==> config.mk <==
export PLATFORM = sky130hd
export DESIGN_NAME = hbi_interp
export DESIGN_NICKNAME = d
export VERILOG_FILES = /design/src/rtl/hbi_pkg.sv /design/src/rtl/hbi_branch.sv /design/src/rtl/hbi_stage.sv /design/src/rtl/hbi_interp.sv
export SDC_FILE = /design/constraint.sdc
export NUM_CORES = 2
export LEC_CHECK = 0
export BUFFER_PORTS_ARGS = -buffer_cell sky130_fd_sc_hd__buf_2
export CORE_MARGIN = 2
export CORE_UTILIZATION = 40
export DETAILED_ROUTE_END_ITERATION = 6
export GPL_ROUTABILITY_DRIVEN = 0
export SYNTH_ARGS = -nofsm -noshare
export SYNTH_HDL_FRONTEND = slang
export SYNTH_SLANG_ARGS = --single-unit
==> constraint.sdc <==
create_clock -name clk -period 11.5 [get_ports clk]
set_input_delay 0.575 -clock clk [delete_from_list [all_inputs] [get_ports clk]]
set_output_delay 0.575 -clock clk [all_outputs]
set_load 0.005 [all_outputs]
==> src/rtl/hbi_pkg.sv <==
// Package: shared constants for the half-band interpolation chain.
// Assumes the interpolated phase uses a symmetric 6-tap branch. The branch
// coefficients are twice the half-band taps, in Q8, and they sum to 1.0.
package hbi_pkg;
    localparam int BR_TAPS = 6;    // length of the interpolated polyphase branch
    localparam int CTR_IDX = 3;    // delay index aligned with the 0.5 centre tap
    localparam int FRAC    = 8;    // fractional bits of the branch coefficients
    localparam int C_OUTER = 3;    // taps 0 and 5
    localparam int C_MID   = -25;  // taps 1 and 4
    localparam int C_INNER = 150;  // taps 2 and 3
endpackage

==> src/rtl/hbi_branch.sv <==
// Module: interpolated-phase branch of one half-band stage, for one channel.
// It is purely combinational. taps[0] is the newest sample. The result is
// rounded half-up and saturated to DW bits.
module hbi_branch #(
    parameter int DW = 16
) (
    input  logic [hbi_pkg::BR_TAPS-1:0][DW-1:0] taps,
    output logic [DW-1:0]                       y
);
    import hbi_pkg::*;

    localparam int ACC_W = DW + 12;
    localparam logic signed [ACC_W-1:0] MAXV = ACC_W'((64'sd1 <<< (DW - 1)) - 1);
    localparam logic signed [ACC_W-1:0] MINV = -MAXV - 1;
    localparam logic signed [ACC_W-1:0] HALF = ACC_W'(64'sd1 <<< (FRAC - 1));

    logic signed [ACC_W-1:0] ext [BR_TAPS];
    logic signed [ACC_W-1:0] acc;
    logic signed [ACC_W-1:0] rnd;

    // Sign-extend each tap to the accumulator width.
    for (genvar k = 0; k < BR_TAPS; k++) begin : g_ext
        assign ext[k] = ACC_W'($signed(taps[k]));
    end

    // Symmetric multiply-accumulate, then rounding and clamping.
    always_comb begin
        acc = ACC_W'(C_OUTER) * (ext[0] + ext[5])
            + ACC_W'(C_MID)   * (ext[1] + ext[4])
            + ACC_W'(C_INNER) * (ext[2] + ext[3]);
        rnd = (acc + HALF) >>> FRAC;
        if (rnd > MAXV)
            y = {1'b0, {(DW-1){1'b1}}};
        else if (rnd < MINV)
            y = {1'b1, {(DW-1){1'b0}}};
        else
            y = rnd[DW-1:0];
    end
endmodule

==> src/rtl/hbi_stage.sv <==
// Module: one x2 half-band interpolation stage for I and Q.
// It assumes that in_valid pulses exactly every 2*gap cycles while en is high.
// On each input it emits the centre-aligned phase on the next cycle and the
// interpolated phase gap cycles after the input. With en low it is a
// one-cycle register. With stuff high it emits the input doubled, then zero.
module hbi_stage #(
    parameter int DW    = 16,
    parameter int GAP_W = 3
) (
    input  logic             clk,
    input  logic             rst_n,
    input  logic             en,
    input  logic             stuff,
    input  logic [GAP_W-1:0] gap,
    input  logic             in_valid,
    input  logic [DW-1:0]    in_i,
    input  logic [DW-1:0]    in_q,
    output logic             out_valid,
    output logic [DW-1:0]    out_i,
    output logic [DW-1:0]    out_q
);
    import hbi_pkg::*;

    localparam int NCH = 2;

    logic [DW-1:0]    din  [NCH];
    logic [DW-1:0]    dout [NCH];
    logic             pend;
    logic             second;
    logic [GAP_W-1:0] cnt;
    logic             take;
    logic             emit;

    assign din[0] = in_i;
    assign din[1] = in_q;
    assign out_i  = dout[0];
    assign out_q  = dout[1];
    assign take   = en && in_valid;
    assign emit   = en && pend && (cnt == '0);

    // Sequence the two output phases and the bypass strobe.
    always_ff @(posedge clk) begin
        if (!rst_n) begin
            out_valid <= 1'b0;
            pend      <= 1'b0;
            second    <= 1'b0;
            cnt       <= '0;
        end else if (!en) begin
            out_valid <= in_valid;
            pend      <= 1'b0;
            second    <= 1'b0;
        end else if (take) begin
            out_valid <= 1'b1;
            pend      <= 1'b1;
            second    <= 1'b0;
            cnt       <= gap - 1'b1;
        end else if (emit) begin
            out_valid <= 1'b1;
            pend      <= 1'b0;
            second    <= 1'b1;
        end else begin
            out_valid <= 1'b0;
            if (pend) cnt <= cnt - 1'b1;
        end
    end

    for (genvar c = 0; c < NCH; c++) begin : g_ch
        logic [BR_TAPS-1:0][DW-1:0] dly;
        logic [BR_TAPS-1:0][DW-1:0] dly_nxt;
        logic [DW-1:0]              fir;
        logic [DW-1:0]              dbl;
        logic [DW-1:0]              hold;

        assign dly_nxt = {dly[BR_TAPS-2:0], din[c]};

        hbi_branch #(.DW(DW)) u_branch (
            .taps (dly_nxt),
            .y    (fir)
        );

        // Double the input, saturating when the top two bits differ.
        always_comb begin
            if (din[c][DW-1] != din[c][DW-2])
                dbl = din[c][DW-1] ? {1'b1, {(DW-1){1'b0}}} : {1'b0, {(DW-1){1'b1}}};
            else
                dbl = {din[c][DW-2:0], 1'b0};
        end

        // Shift the delay line and load the two phases per channel.
        always_ff @(posedge clk) begin
            if (!rst_n) begin
                dly     <= '0;
                hold    <= '0;
                dout[c] <= '0;
            end else if (!en) begin
                if (in_valid) dout[c] <= din[c];
            end else if (take) begin
                dly     <= dly_nxt;
                dout[c] <= stuff ? dbl : dly_nxt[CTR_IDX];
                hold    <= stuff ? '0 : fir;
            end else if (emit) begin
                dout[c] <= hold;
            end
        end
    end

    // no new input may arrive while the interpolated phase is still waiting.
    a_r2_input_spacing: assert property (@(posedge clk) disable iff (!rst_n)
        (en && pend) |-> !in_valid);

    // in stuffing mode the second phase carries zero on both channels.
    a_r5_stuff_zero: assert property (@(posedge clk) disable iff (!rst_n)
        (en && stuff && out_valid && second) |-> (out_i == '0 && out_q == '0));

    // doubling with saturation keeps the sign of the input.
    a_r6_sign_kept: assert property (@(posedge clk) disable iff (!rst_n)
        (en && stuff && in_valid) |=>
        (out_i[DW-1] == $past(in_i[DW-1]) && out_q[DW-1] == $past(in_q[DW-1])));

    // an inactive stage copies its input after one cycle.
    a_r3_bypass_copy: assert property (@(posedge clk) disable iff (!rst_n)
        (!en && in_valid) |=>
        (out_valid && out_i == $past(in_i) && out_q == $past(in_q)));
endmodule

==> src/rtl/hbi_interp.sv <==
// Module: top of the selectable half-band interpolation chain.
// It captures the factor and the stuffing mode while reset is held. It then
// enables the first F stages and sets each stage's phase gap so that the
// chain delivers one output per clock.
module hbi_interp #(
    parameter int DW     = 16,
    parameter int STAGES = 3
) (
    input  logic                         clk,
    input  logic                         rst_n,
    input  logic [$clog2(STAGES+1)-1:0]  factor_sel,
    input  logic                         stuff_only,
    input  logic                         in_valid,
    input  logic [DW-1:0]                in_i,
    input  logic [DW-1:0]                in_q,
    output logic                         out_valid,
    output logic [DW-1:0]                out_i,
    output logic [DW-1:0]                out_q
);
    localparam int FW    = $clog2(STAGES + 1);
    localparam int GAP_W = (STAGES > 1) ? STAGES : 1;

    logic [FW-1:0] factor_q;
    logic          stuff_q;
    logic          vld [STAGES+1];
    logic [DW-1:0] di  [STAGES+1];
    logic [DW-1:0] dq  [STAGES+1];

    // Capture the configuration only during reset.
    always_ff @(posedge clk) begin
        if (!rst_n) begin
            factor_q <= factor_sel;
            stuff_q  <= stuff_only;
        end
    end

    assign vld[0] = in_valid;
    assign di[0]  = in_i;
    assign dq[0]  = in_q;

    for (genvar s = 0; s < STAGES; s++) begin : g_stage
        logic             st_en;
        logic [GAP_W-1:0] st_gap;

        // Enable and set the phase gap for this position in the chain.
        always_comb begin
            st_en  = int'(factor_q) > s;
            st_gap = st_en ? GAP_W'(1) << (int'(factor_q) - 1 - s) : GAP_W'(1);
        end

        hbi_stage #(.DW(DW), .GAP_W(GAP_W)) u_stage (
            .clk       (clk),
            .rst_n     (rst_n),
            .en        (st_en),
            .stuff     (stuff_q),
            .gap       (st_gap),
            .in_valid  (vld[s]),
            .in_i      (di[s]),
            .in_q      (dq[s]),
            .out_valid (vld[s+1]),
            .out_i     (di[s+1]),
            .out_q     (dq[s+1])
        );
    end

    assign out_valid = vld[STAGES];
    assign out_i     = di[STAGES];
    assign out_q     = dq[STAGES];

    // the edge after a reset cycle shows an idle, zeroed output.
    a_r1_reset_idle: assert property (@(posedge clk)
        $past(!rst_n) |-> (!out_valid && out_i == '0 && out_q == '0));
endmodule

* Word-level counts from Yosys, hierarchy flattened
Memory sizes are Yosys's and may differ from the RTL's. Cells that the tools add are included.
Operators by class: shift-type cells 3, $mul 18, $lt $le $gt $ge 15, add/subtract/negate cells 45, eq/ne operators 9, muxes and demuxes 118, divide/modulo/power cells 0, bitwise logic cells 18, reduce and logical (&&, ||, !) cells 27
Operator list (number):
- 2-to-1 mux 16 bit | 54
- adder 16 x 16 -> 17 bit | 18
- adder 28 x 23 -> 28 bit | 6
- adder 28 x 26 -> 28 bit | 6
- adder 28 x 9 -> 28 bit (second input constant) | 6
- multiplier 3 x 28 -> 28 bit (first input constant) | 6
- multiplier 8 x 17 -> 25 bit (first input constant) | 6
- multiplier 6 x 17 -> 23 bit (first input constant) | 6
- greater-than comparator 20 x 16 -> 1 bit (second input constant) | 6
- less-than comparator 20 x 16 -> 1 bit (second input constant) | 6
- left shift 1 x 32 -> 3 bit (first input constant) | 3
- 2-to-1 mux 1 bit | 52
- 2-to-1 mux 3 bit | 12
- OR 1 bit | 18
- subtractor 3 x 1 -> 3 bit (second input constant) | 6
- AND reduction 2 bit | 6
- nonzero test 2 bit | 6
- logical AND 1 bit | 9
- zero test 3 bit | 3
- AND reduction 3 bit | 3
- inequality test 1 bit | 6
- inequality test 2 x 1 -> 1 bit (second input constant) | 3
- greater-than comparator 2 x 1 -> 1 bit (second input constant) | 2
- subtractor 3 x 2 -> 4 bit (second input constant) | 1
- 3 further kinds | 3
Word-level totals: bits in registers 594, latch bits 0, memories 3, bits of input ports 38, RAM bits 96, logic and storage cells 303, memory bits (read-only) 0
Memories:
- g_stage[0].u_stage.dout | depth 2, bits a word 16, rd ports 2, clocked after memory_dff 0, wr ports 2, RTL line hbi_stage.sv:27 | logic [DW-1:0] dout [NCH];
- g_stage[1].u_stage.dout | depth 2, bits a word 16, rd ports 2, clocked after memory_dff 0, wr ports 2, RTL line hbi_stage.sv:27
- g_stage[2].u_stage.dout | depth 2, bits a word 16, rd ports 2, clocked after memory_dff 0, wr ports 2, RTL line hbi_stage.sv:27

* Logic depth before layout (Yosys ltp)
An unclocked memory read counts as a cell.
depth after elaboration 10, gate-level depth with buffers 45, gate-level depth less buffers 44

* Hierarchy
A second synthesis with hierarchy kept.
Unflattened totals: cells, all modules 9128, area total of the unflattened synthesis 79342.3 sq um
Modules (own cells, without submodules):
- hbi_branch at g_stage[0].u_stage.g_ch[1].u_branch ... | times used 2, area an instance 8573.2 sq um, cells each 975
- hbi_stage at g_stage[2].u_stage | times used 1, area an instance 9290.2 sq um, cells each 1036
- hbi_stage at g_stage[1].u_stage | times used 1, area an instance 8904.8 sq um, cells each 1037
- hbi_stage at g_stage[0].u_stage | times used 1, area an instance 8857.2 sq um, cells each 1037
- hbi_branch at g_stage[2].u_stage.g_ch[0].u_branch | times used 1, area an instance 8853.5 sq um, cells each 1038
- hbi_branch at g_stage[2].u_stage.g_ch[1].u_branch | times used 1, area an instance 8827.2 sq um, cells each 1005
- hbi_branch at g_stage[1].u_stage.g_ch[1].u_branch | times used 1, area an instance 8638.3 sq um, cells each 1006
- hbi_branch at g_stage[0].u_stage.g_ch[0].u_branch | times used 1, area an instance 8564.5 sq um, cells each 995
- hbi_interp | times used 1, area an instance 260.2 sq um, cells each 24

* Least setup slack after synthesis
OpenSTA, ideal clock, no wires.
path type register -> register, start reg g_stage[1].u_stage.g_ch[0].dly[32] (netlist bit), end reg g_stage[1].u_stage.g_ch[0].hold[6], setup time 0.120 ns, data required time 11.380 ns, stages on the path, launching flop included 45, setup slack 2.166 ns, arrival time 9.214 ns, path through dfxtp_1 ha_1 inv_1 fa_1 nor2b_1 o21ai_0 a21boi_0 o21ai_0 a21boi_0 o21ai_0 a21o_1 nor2b_1 xnor2_1 xor2_1 fa_1 inv_1 fa_1 inv_1 [9 not listed] ha_1 inv_1 fa_1 fa_1 inv_1 ha_1 a21o_1 a21o_1 a221oi_1 o21ai_1 a31o_1 a211o_1 a2111o_1 o2bb2ai_1 a21oi_2 nor4_4 buf_4 a211o_1
On the way: word-level cells in the longest chain between the ends 8, elaborated cells on any way between the ends 9, classes of those cells add/sub (3); mul (1); order compare (2); mux (3)
Ends and longest elaborated chain:
- from (decl) | RTL line hbi_stage.sv:68 | logic [BR_TAPS-1:0][DW-1:0] dly;
- from (signal assigned) | RTL line hbi_stage.sv:98 | dly <= dly_nxt;
- adder 16 x 16 -> 17 bit (*) | RTL line hbi_branch.sv:30 | + ACC_W'(C_INNER) * (ext[2] + ext[3]);
- multiplier 8 x 17 -> 25 bit (*) | RTL line hbi_branch.sv:30
- adder 28 x 26 -> 28 bit (*) | RTL line hbi_branch.sv:30
- adder 28 x 9 -> 28 bit (*) | RTL line hbi_branch.sv:31 | rnd = (acc + HALF) >>> FRAC;
- less-than comparator 20 x 16 -> 1 bit | RTL line hbi_branch.sv:34 | else if (rnd < MINV)
- 2-to-1 mux 16 bit | RTL line hbi_branch.sv:34
- 2-to-1 mux 16 bit (*) | RTL line hbi_branch.sv:32 | if (rnd > MAXV)
- 2-to-1 mux 16 bit (*) | RTL line hbi_stage.sv:100 | hold <= stuff ? '0 : fir;
- to (signal assigned) | RTL line hbi_stage.sv:100
- to (decl) | RTL line hbi_stage.sv:72 | logic [DW-1:0] hold;
Every way passes the cells marked *; elsewhere a longest branch is shown, timed or not. A chain may end at the register's enable or synchronous reset.

* Final worst setup path
Ends and elaborated chain as after synthesis.

==> impl_metrics.tcl <==
set metrics [dict create \
    grt_start_max_net_pins 129 \
    synthCells 9107 \
    cp_max_fo 15 \
    cts_inserted_buffers 81 \
    timing.final.crit_share 0.919 \
    vias_per_cell 5.16 \
    core_area_mm2 0.192 \
    setup-tns-final_ps 0 \
    numPortBuffers 70 \
    dp_hpwl_mm 160 \
    timing.reg2reg.worst_path_depth 43 \
    power_leakage_nw 40.1 \
    vias_in_the_first_global_route 59878 \
    post-route-drc-count 0 \
    setup.worst_path.end_class "flop" \
    timing.clock.skew_ps 45.1 \
    cts_num_sinks 690 \
    post_drt_wl_per_cell_um 16.9 \
    layout_commonest_cell "inv_1" \
    cts-hold-fix-buffers 1 \
    cts-root-to-sink-buffers 3 \
    worst_setup_hold_path_clk_slew_ps 70 \
    floorplan.initialDensity 0.401 \
    io-pin-count 71 \
    run_status "finished, final reports clean" \
    final_report_max_slew_violation_count 0 \
    timing_worst_slew_pin_value_ps 1280 \
    asyncSetResetFlopFracSynth 0 \
    rsz_0062_raised_after_global_routing "no" \
    fp.dieH_um 443 \
    timing.max_slew.rel_slack 0.143 \
    synthesis.nets 11056 \
    synth_edf_count 99 \
    worst_path_max_delay_cell "a31oi_1" \
    synth.yosys.warnings 0 \
    detail-route-antenna-nets 0 \
    layout.core_utilization 0.430 \
    final.min_clock_period_ps 10570 \
    via_count 59838 \
    gr_overflow_total 0 \
    routed_wirelength_mm 196 \
    tritoncts "yes" \
    cp.required_ps 12150 \
    syn-mean-instance-area_um2 8.46 \
    number_of_antenna_violations_at_the_first_check_in_global_routing 6 \
    fmaxAchievable_mhz 94.6 \
    min-delay-path-class "input port to flop" \
    std_cell_rows 161 \
    cts-root-buf "clkbuf_16" \
    cts.htree.levels 3 \
    syn_to_final_growth_pct 7.07 \
    hold_viol 0 \
    most-common-layout-cells "1,519 x inv_1, 1,295 x nand2_1, 1,184 x ha_1, 916 x a21oi_1, 726 x fa_1" \
    cts.repair.resized 0 \
    critPathTopFamily "compound AO/OA/AOI/OAI gates" \
    max-cap-violations 0 \
    buffers_and_inverters_on_the_worst_path 5 \
    grt_overall_usage 0.198 \
    initial_drc_count 3665 \
    setup-violations-final 0 \
    clock_network_latency_to_the_later_pin_of_the_worst_skew_pair_ps 720 \
    mappedNetlistArea_mm2 0.0771 \
    cp.depth 43 \
    global_route_wire_length_before_repair_mm 316 \
    hold_depth 1 \
    timing_worst_setup_path_type "flop to flop" \
    power.density_mw_per_mm2 125 \
    crit_path_max_incr_delay_ps 1020 \
    post-cts-setup-buffer-count 0 \
    synth_cell_type_count 89 \
    die_width_um 443 \
    detailedRoute.firstPassIterationCount 6 \
    cp-start-kind "flop" \
    synth-seq-cells 690 \
    hold_slack_ps 104 \
    irDropWorstVdd_uv 121 \
    dieArea_mm2 0.196 \
    fraction_of_final_layout_cells_with_drive_strength_greater_than_1 0.0337 \
    ys.flop_type "dfxtp_1" \
    nFillCells 19084 \
    seq_area_frac_synth 0.192 \
    fin_nets 10950 \
    worst_ep_arrival_time_ps 11220 \
]
area by class of cell:
type	instances	area, um2	area share
diodes	3	7.51	0.0000910
clock buffers	109	2230	0.0271
clock inverters	42	588	0.00713
inverters	1520	5710	0.0692
multi-input cells	6598	55300	0.671
flip-flops and latches	690	14800	0.179
well taps	2526	3160	0.0383
repair buffers	110	666	0.00807
Yosys cell counts (all sizes together), types with 55 or more instances:
library cell | n | area [um2]
dfxtp | 591 | 11800
xor2 | 159 | 1390
inv | 1520 | 5710
nand2 | 1297 | 4870
o21ai | 301 | 1510
edfxtp | 99 | 2970
nor2b | 74 | 463
xnor2 | 340 | 2980
fa | 726 | 14500
nor3 | 139 | 701
a221o | 78 | 781
o21a | 65 | 488
a21oi | 919 | 4610
a21o | 108 | 811
nand3 | 152 | 766
buf | 55 | 354
o21bai | 64 | 484
nand2b | 85 | 532
nor2 | 376 | 1410
ha | 1185 | 14800
clkbuf | 244 | 916
layer usage:
layer | up-vias | track usage | wire length (um)
met3 | 255 | 0.0205 | 7130
met1 | 28891 | 0.261 | 89000
met2 | 960 | 0.343 | 95000
met5 | - | 0 | 13
met4 | 2 | 0.0525 | 5230
li1 | 29730 | - | -
sequential cells by signal (all words and copies together) (netlist names):
register                   cells
g_stage.u_stage.pend           3
g_stage.u_stage.cnt            9
g_stage.u_stage.dout          96
g_stage.u_stage.g_ch.hold     96
factor_q                       2
g_stage.u_stage.g_ch.dly     480
stuff_q                        1
g_stage.u_stage.out_valid      3
report_power, final:
group	switching, W	internal (W)	total (W)
logic	0.00288	0.00198	0.00486
clock network	0.00116	0.00161	0.00277
registers	0.000107	0.00256	0.00267
total	0.00415	0.00615	0.0103
kinds of logic (layout without fill, tap and decap cells):
group                    after synthesis  after routing  synth area share
AND/OR/NAND/NOR                     2305           2305             0.129
adder cells (fa/ha/maj)             1912           1912             0.381
AO/OA/AOI/OAI                       1851           1851             0.146
buffers and inverters               1819           1781            0.0905
flip-flops                           690            690             0.192
XOR/XNOR                             499            499            0.0567
multiplexers                          31             31           0.00404
other                                  0              3                 0
worst paths after layout:
path | from | endpoint | slack, ps
worst max-delay path | g_stage[1].u_stage.g_ch[0].dly[32] | g_stage[1].u_stage.g_ch[0].hold[6] | 930
worst min register to register | g_stage[0].u_stage.g_ch[1].dly[69] | g_stage[0].u_stage.g_ch[1].dly[69] | 460
worst max register to register | g_stage[1].u_stage.g_ch[0].dly[32] | g_stage[1].u_stage.g_ch[0].hold[6] | 930
worst min-delay path | factor_sel[0] | factor_q[0] | 100
per-stage QoR:
| stage | instance area [um2] | worst slack [ps] | power, W | instances |
|---|---|---|---|---|
| 4_1_cts | 82500 | 960 | 0.0104 | 11595 |
| 6_report | 82500 | 934 | 0.0103 | 11598 |
| 3_3_place_gp | 79700 | 1210 | 0.00748 | 11443 |
| 2_1_floorplan | 77100 | 2170 | 0.00632 | 9107 |
| 5_1_grt | 82500 | 25.6 | 0.0111 | 11597 |
| 3_5_place_dp | 79700 | 970 | 0.00758 | 11443 |
No activity file was read; power rests on OpenSTA's default activity.
